### src/rtl/gpio_mask_pkg.sv
package gpio_mask_pkg;

  typedef enum logic [2:0] {
    SEL_NONE,
    SEL_DATA,
    SEL_DIR,
    SEL_ALT,
    SEL_ID,
    SEL_EXT
  } gpio_sel_e;

  // Fixed identification bytes, indexed by {addr[4], addr[3:2]}
  function automatic logic [7:0] ident_byte(input logic [2:0] idx);
    logic [7:0] v;
    case (idx)
      3'd0: v = 8'h61;
      3'd1: v = 8'h10;
      3'd2: v = 8'h04;
      3'd3: v = 8'h00;
      3'd4: v = 8'h0D;
      3'd5: v = 8'hF0;
      3'd6: v = 8'h05;
      default: v = 8'hB1;
    endcase
    return v;
  endfunction

endpackage

### src/rtl/gpio_addr_dec.sv
module gpio_addr_dec
  import gpio_mask_pkg::*;
#(
  parameter int ADDR_W = 12,
  parameter int PINS   = 8
) (
  input  logic [ADDR_W-1:0] addr,
  output gpio_sel_e         sel,
  output logic [2:0]        id_idx
);
  localparam int MASK_MSB = PINS + 1;
  localparam int WORD_W   = ADDR_W - 2;
  localparam logic [WORD_W-1:0] W_DIR     = WORD_W'(10'h100);
  localparam logic [WORD_W-1:0] W_ALT     = WORD_W'(10'h108);
  localparam logic [WORD_W-1:0] W_EXT_LO  = WORD_W'(10'h101);
  localparam logic [WORD_W-1:0] W_EXT_HI  = WORD_W'(10'h107);

  logic [WORD_W-1:0] word;
  assign word   = addr[ADDR_W-1:2];
  assign id_idx = {addr[4], addr[3:2]};

  always_comb begin
    sel = SEL_NONE;
    if (addr[ADDR_W-1:MASK_MSB+1] == '0)
      sel = SEL_DATA;
    else if (word == W_DIR)
      sel = SEL_DIR;
    else if (word == W_ALT)
      sel = SEL_ALT;
    else if (word >= W_EXT_LO && word <= W_EXT_HI)
      sel = SEL_EXT;
    else if (addr[ADDR_W-1:5] == '1)
      sel = SEL_ID;
  end
endmodule

### src/rtl/gpio_in_sync.sv
module gpio_in_sync #(
  parameter int PINS   = 8,
  parameter int STAGES = 2
) (
  input  logic            clk,
  input  logic            rst,
  input  logic [PINS-1:0] d,
  output logic [PINS-1:0] q
);
  logic [PINS-1:0] stage [STAGES];

  always_ff @(posedge clk) begin
    if (rst) stage[0] <= '0;
    else     stage[0] <= d;
  end

  for (genvar s = 1; s < STAGES; s++) begin : g_stage
    always_ff @(posedge clk) begin
      if (rst) stage[s] <= '0;
      else     stage[s] <= stage[s-1];
    end
  end

  assign q = stage[STAGES-1];
endmodule

### src/rtl/gpio_ctrl_regs.sv
module gpio_ctrl_regs
  import gpio_mask_pkg::*;
#(
  parameter int PINS = 8
) (
  input  logic            clk,
  input  logic            rst,
  input  logic            wr_en,
  input  gpio_sel_e       sel,
  input  logic [PINS-1:0] mask,
  input  logic [PINS-1:0] wdata,
  output logic [PINS-1:0] dir_q,
  output logic [PINS-1:0] alt_q,
  output logic [PINS-1:0] out_q
);
  logic [PINS-1:0] upd;
  assign upd = mask & dir_q;

  always_ff @(posedge clk) begin
    if (rst) begin
      dir_q <= '0;
      alt_q <= '0;
      out_q <= '0;
    end else if (wr_en) begin
      case (sel)
        SEL_DATA: out_q <= (out_q & ~upd) | (wdata & upd);
        SEL_DIR:  dir_q <= wdata;
        SEL_ALT:  alt_q <= wdata;
        default: ;
      endcase
    end
  end
endmodule

### src/rtl/gpio_mask_port.sv
module gpio_mask_port
  import gpio_mask_pkg::*;
#(
  parameter int PINS        = 8,
  parameter int ADDR_W      = 12,
  parameter int BUS_W       = 32,
  parameter int SYNC_STAGES = 2
) (
  input  logic              clk,
  input  logic              rst,
  input  logic              bus_valid,
  input  logic              bus_write,
  input  logic [ADDR_W-1:0] bus_addr,
  input  logic [BUS_W-1:0]  bus_wdata,
  output logic [BUS_W-1:0]  bus_rdata,
  input  logic [PINS-1:0]   pin_in,
  output logic [PINS-1:0]   pin_out,
  output logic [PINS-1:0]   pin_oe,
  output logic [PINS-1:0]   alt_sel,
  output logic [PINS-1:0]   pin_state,
  output logic              ext_sel
);
  localparam int MASK_MSB = PINS + 1;

  gpio_sel_e       sel;
  logic [2:0]      id_idx;
  logic [PINS-1:0] mask;
  logic [PINS-1:0] dir_q, alt_q, out_q, sync_q, view, rd_next;
  logic            unused_bits;

  assign mask        = bus_addr[MASK_MSB:2];
  assign unused_bits = ^{bus_wdata[BUS_W-1:PINS], bus_addr[1:0]};

  gpio_addr_dec #(.ADDR_W(ADDR_W), .PINS(PINS)) u_dec (
    .addr(bus_addr), .sel(sel), .id_idx(id_idx)
  );

  gpio_in_sync #(.PINS(PINS), .STAGES(SYNC_STAGES)) u_sync (
    .clk(clk), .rst(rst), .d(pin_in), .q(sync_q)
  );

  gpio_ctrl_regs #(.PINS(PINS)) u_regs (
    .clk(clk), .rst(rst),
    .wr_en(bus_valid && bus_write),
    .sel(sel), .mask(mask), .wdata(bus_wdata[PINS-1:0]),
    .dir_q(dir_q), .alt_q(alt_q), .out_q(out_q)
  );

  // Outputs show held data, inputs show synchronized pins
  assign view = (dir_q & out_q) | (~dir_q & sync_q);

  always_comb begin
    case (sel)
      SEL_DATA: rd_next = view & mask;
      SEL_DIR:  rd_next = dir_q;
      SEL_ALT:  rd_next = alt_q;
      SEL_ID:   rd_next = PINS'(ident_byte(id_idx));
      default:  rd_next = '0;
    endcase
  end

  always_ff @(posedge clk) begin
    if (rst)
      bus_rdata <= '0;
    else if (bus_valid && !bus_write)
      bus_rdata <= {{(BUS_W-PINS){1'b0}}, rd_next};
  end

  assign pin_out   = out_q;
  assign pin_oe    = dir_q;
  assign alt_sel   = alt_q;
  assign pin_state = sync_q;
  assign ext_sel   = bus_valid && (sel == SEL_EXT);
endmodule

### config.mk
export PLATFORM = sky130hd
export DESIGN_NAME = gpio_mask_port
export DESIGN_NICKNAME = d
export VERILOG_FILES = /design/src/rtl/gpio_mask_pkg.sv /design/src/rtl/gpio_addr_dec.sv /design/src/rtl/gpio_in_sync.sv /design/src/rtl/gpio_ctrl_regs.sv /design/src/rtl/gpio_mask_port.sv
export SDC_FILE = /design/constraint.sdc
export NUM_CORES = 1
export LEC_CHECK = 0
export BUFFER_PORTS_ARGS = -buffer_cell sky130_fd_sc_hd__buf_2
export CAP_MARGIN = 20
export CORE_ASPECT_RATIO = 0.7
export CORE_UTILIZATION = 45
export DETAILED_ROUTE_END_ITERATION = 10
export GPL_TIMING_DRIVEN = 0
export PLACE_DENSITY = 0.86
export SYNTH_ARGS = -nofsm -noshare
export SYNTH_HDL_FRONTEND = slang
export SYNTH_SLANG_ARGS = --single-unit
### constraint.sdc
create_clock -name clk -period 2.6 [get_ports clk]
set_input_delay 0.39 -clock clk [delete_from_list [all_inputs] [get_ports clk]]
set_output_delay 0.39 -clock clk [all_outputs]
set_load 0.005 [all_outputs]
==> results.toml <==
[run_status]
status = "completed"

[sta]
fin_crit_sh = 0.8193
hold_viol_final = 0
fin_tns_setup_ns = 0
timing.slew.headroom = 0.4476
rsz0062_at_grt = "no"
tightest_slew_ns = 0.8224
fmax_mhz = 469.4
fin_skew_ns = 0.003164
setup_viol = 0
finalCriticalPeriod_ns = 2.130
fin_hold_ws_ns = 0.2970
slew_violations = 0

[setup_path]
cp_common_cell = "buf_2"
end_kind = "output pin"
crit_fanout = 7
path_cells = "buf_2, or4_1, buf_2, nor4_1, o311a_1, buf_2"
criticalPathCategory = "in2out"
cp_slowest_cell = "or4_1"
critical_path_required_ns = 2.21
cp.arrival_ns = 1.74
critical-path-max-stage-delay_ns = 0.50
start_kind = "input port"

[drt]
wl_mm = 6.281
first_iter_violations = 158
vias = 2164
via_per_inst = 5.140
antenna_left = 0
drc_errors = 0
wl_per_cell_um = 14.92
dr.pass1.iters = 5

[cts]
cts_setup_buffers = 0
clock_latency_ns = 0.30
root_buffer = "clkbuf_8"
cts_buffers = 5
tritoncts = "done"
numClockSinks = 48
path_clk_slew_ns = 0.09
h-tree-depth = 2
cts-resized-gates = 0
cts_buffer_depth = 2
cts_hold_buf = 0

[floorplanning]
dieArea_sq_um = 5419
placementRows = 21
dieWidth_um = 87.56
start_util = 0.4744
io_pins = 121
core_sq_um = 4861
die_h_um = 61.89

[run]
cap_violations = 0

[finish]
final_common_cell = "buf_2"
drive_gt1_frac = 0.3239
fillers = 456
areaGrowthSynthToFinish_pct = 26.10
layout_common_cells = "buf_2 (71), dfxtp_1 (48), buf_4 (24), conb_1 (24)"
regArea_sq_um = 960.9
antenna_cells = 0
multi_input_area_sq_um = 1164
fin_area_sq_um = 2908
fin_nets = 407

[logic_synthesis]
synth_seq_area_share = 0.4167
ys_ff_latch = 48
postSynthCellCount = 254
yosysUniqueCellTypes = 36
syn_area_sq_um = 2306
avgSynthCellArea_sq_um = 9.079
synth_warnings = 0

[power]
power_mw = 1.368
pwr_density_cell_nw_per_um2 = 470.5
ir_worst_vdd_uv = 264.5
power.leakage_nw = 1.345

[placed_design]
placed_area_sq_um = 2809
place_hpwl_mm = 4.588
place_congestion = 0.9435
io_buffers = 66

[global_routing]
grt_max_degree = 15
grt_pass1_vias = 1890
gr-total-overflow = 0
grt_pass1_wl_mm = 9.591
antenna_found_initial = 0
grtUsageTotal = 0.2407

[min_path]
hold_class = "in2reg"
## per-stage QoR
stage,utilization,setup slack (ns),std cells
after global placement,0.5779,0.1589,412
after detailed placement,0.5779,0.1653,412
after floorplan,-,0.4950,277
after global routing,0.5982,0.4063,421
final,0.5982,0.4698,421
after CTS,0.5972,0.4591,420
## metal layers
layer  vias to the layer above  part of all wire  track usage
met5                         -                 0            0
met4                         0            0.0084      0.07963
met3                         7             0.087      0.05152
met2                       112              0.43       0.3761
met1                       994              0.47       0.3358
li1                       1051                 -            -
## kinds of logic (layout without fill, tap and decap cells)
kind of cell / after synthesis / in the layout / share of synthesized area
AND/OR/NAND/NOR: 96 / 96 / 0.2246
XOR/XNOR: 1 / 1 / 0.003799
AO/OA/AOI/OAI: 39 / 39 / 0.1156
buffers and inverters: 42 / 117 / 0.1161
other: 1 / 24 / 0.001626
flip-flops: 48 / 48 / 0.4167
multiplexers: 27 / 27 / 0.1215
## path summary, 6_finish.rpt
kind | cells past startpoint | endpoint | startpoint | slack [ns]
worst min register to register | 1 | u_sync.stage[1][6] | u_sync.stage[0][6] | 0.45
worst max register to register | 4 | bus_rdata[3] | u_regs.dir_q[3] | 1.17
worst max-delay path | 6 | ext_sel | bus_addr[6] | 0.47
worst min-delay path | 2 | u_sync.stage[0][0] | pin_in[0] | 0.30
## synth_stat cells
library cell | number | area (sq um)
nor2_1 | 23 | 86.33
a21o_1 | 2 | 15.01
nor3_2 | 1 | 10.01
and2_1 | 5 | 31.28
a222oi_1 | 3 | 30.03
and3_1 | 2 | 12.51
nand2_1 | 14 | 52.55
buf_6 | 2 | 22.52
nor4_2 | 1 | 12.51
or4_1 | 2 | 15.01
nand4_1 | 1 | 6.260
nor2b_1 | 17 | 106.4
nor4_1 | 4 | 25.02
nand3_1 | 23 | 115.1
buf_4 | 24 | 180.2
inv_1 | 2 | 7.510
o21ai_1 | 11 | 55.05
clkbuf_1 | 10 | 37.54
a32oi_1 | 8 | 70.07
a21oi_1 | 9 | 45.04
a311oi_1 | 1 | 8.760
mux2i_1 | 19 | 190.2
mux2_2 | 6 | 67.56
nor4bb_1 | 1 | 10.01
dfxtp_1 | 48 | 960.9
or4b_4 | 1 | 13.76
nor4_4 | 1 | 21.27
buf_2 | 4 | 20.02
mux2_1 | 2 | 22.52
a211oi_1 | 1 | 7.510
a221oi_1 | 1 | 8.760
o311ai_1 | 1 | 8.760
xor2_1 | 1 | 8.760
conb_1 | 1 | 3.750
a21boi_0 | 1 | 7.510
o311a_1 | 1 | 10.01
## layout make-up
class	count	area share
multi-input cells	187	0.4002
flip-flops and latches	48	0.3305
repair buffers	67	0.1153
plain buffers	40	0.08950
clock buffers	7	0.02969
well taps	69	0.02969
clock inverters	1	0.002582
inverters	2	0.002582
## where the power goes
| group | leakage [nW] | internal [mW] | switching (mW) |
|---|---|---|---|
| Combinational | 0.911 | 0.0666 | 0.0872 |
| Sequential | 0.390 | 0.746 | 0.00356 |
| Clock | 0.0445 | 0.216 | 0.248 |
| Total | 1.35 | 1.03 | 0.339 |
## critical path, delay by kind of cell
family / cells / cell delay, ns
simple gates: 2 / 0.72
buf+inv: 3 / 0.42
compound gates: 1 / 0.21
Power figures use the tool's default switching activity.
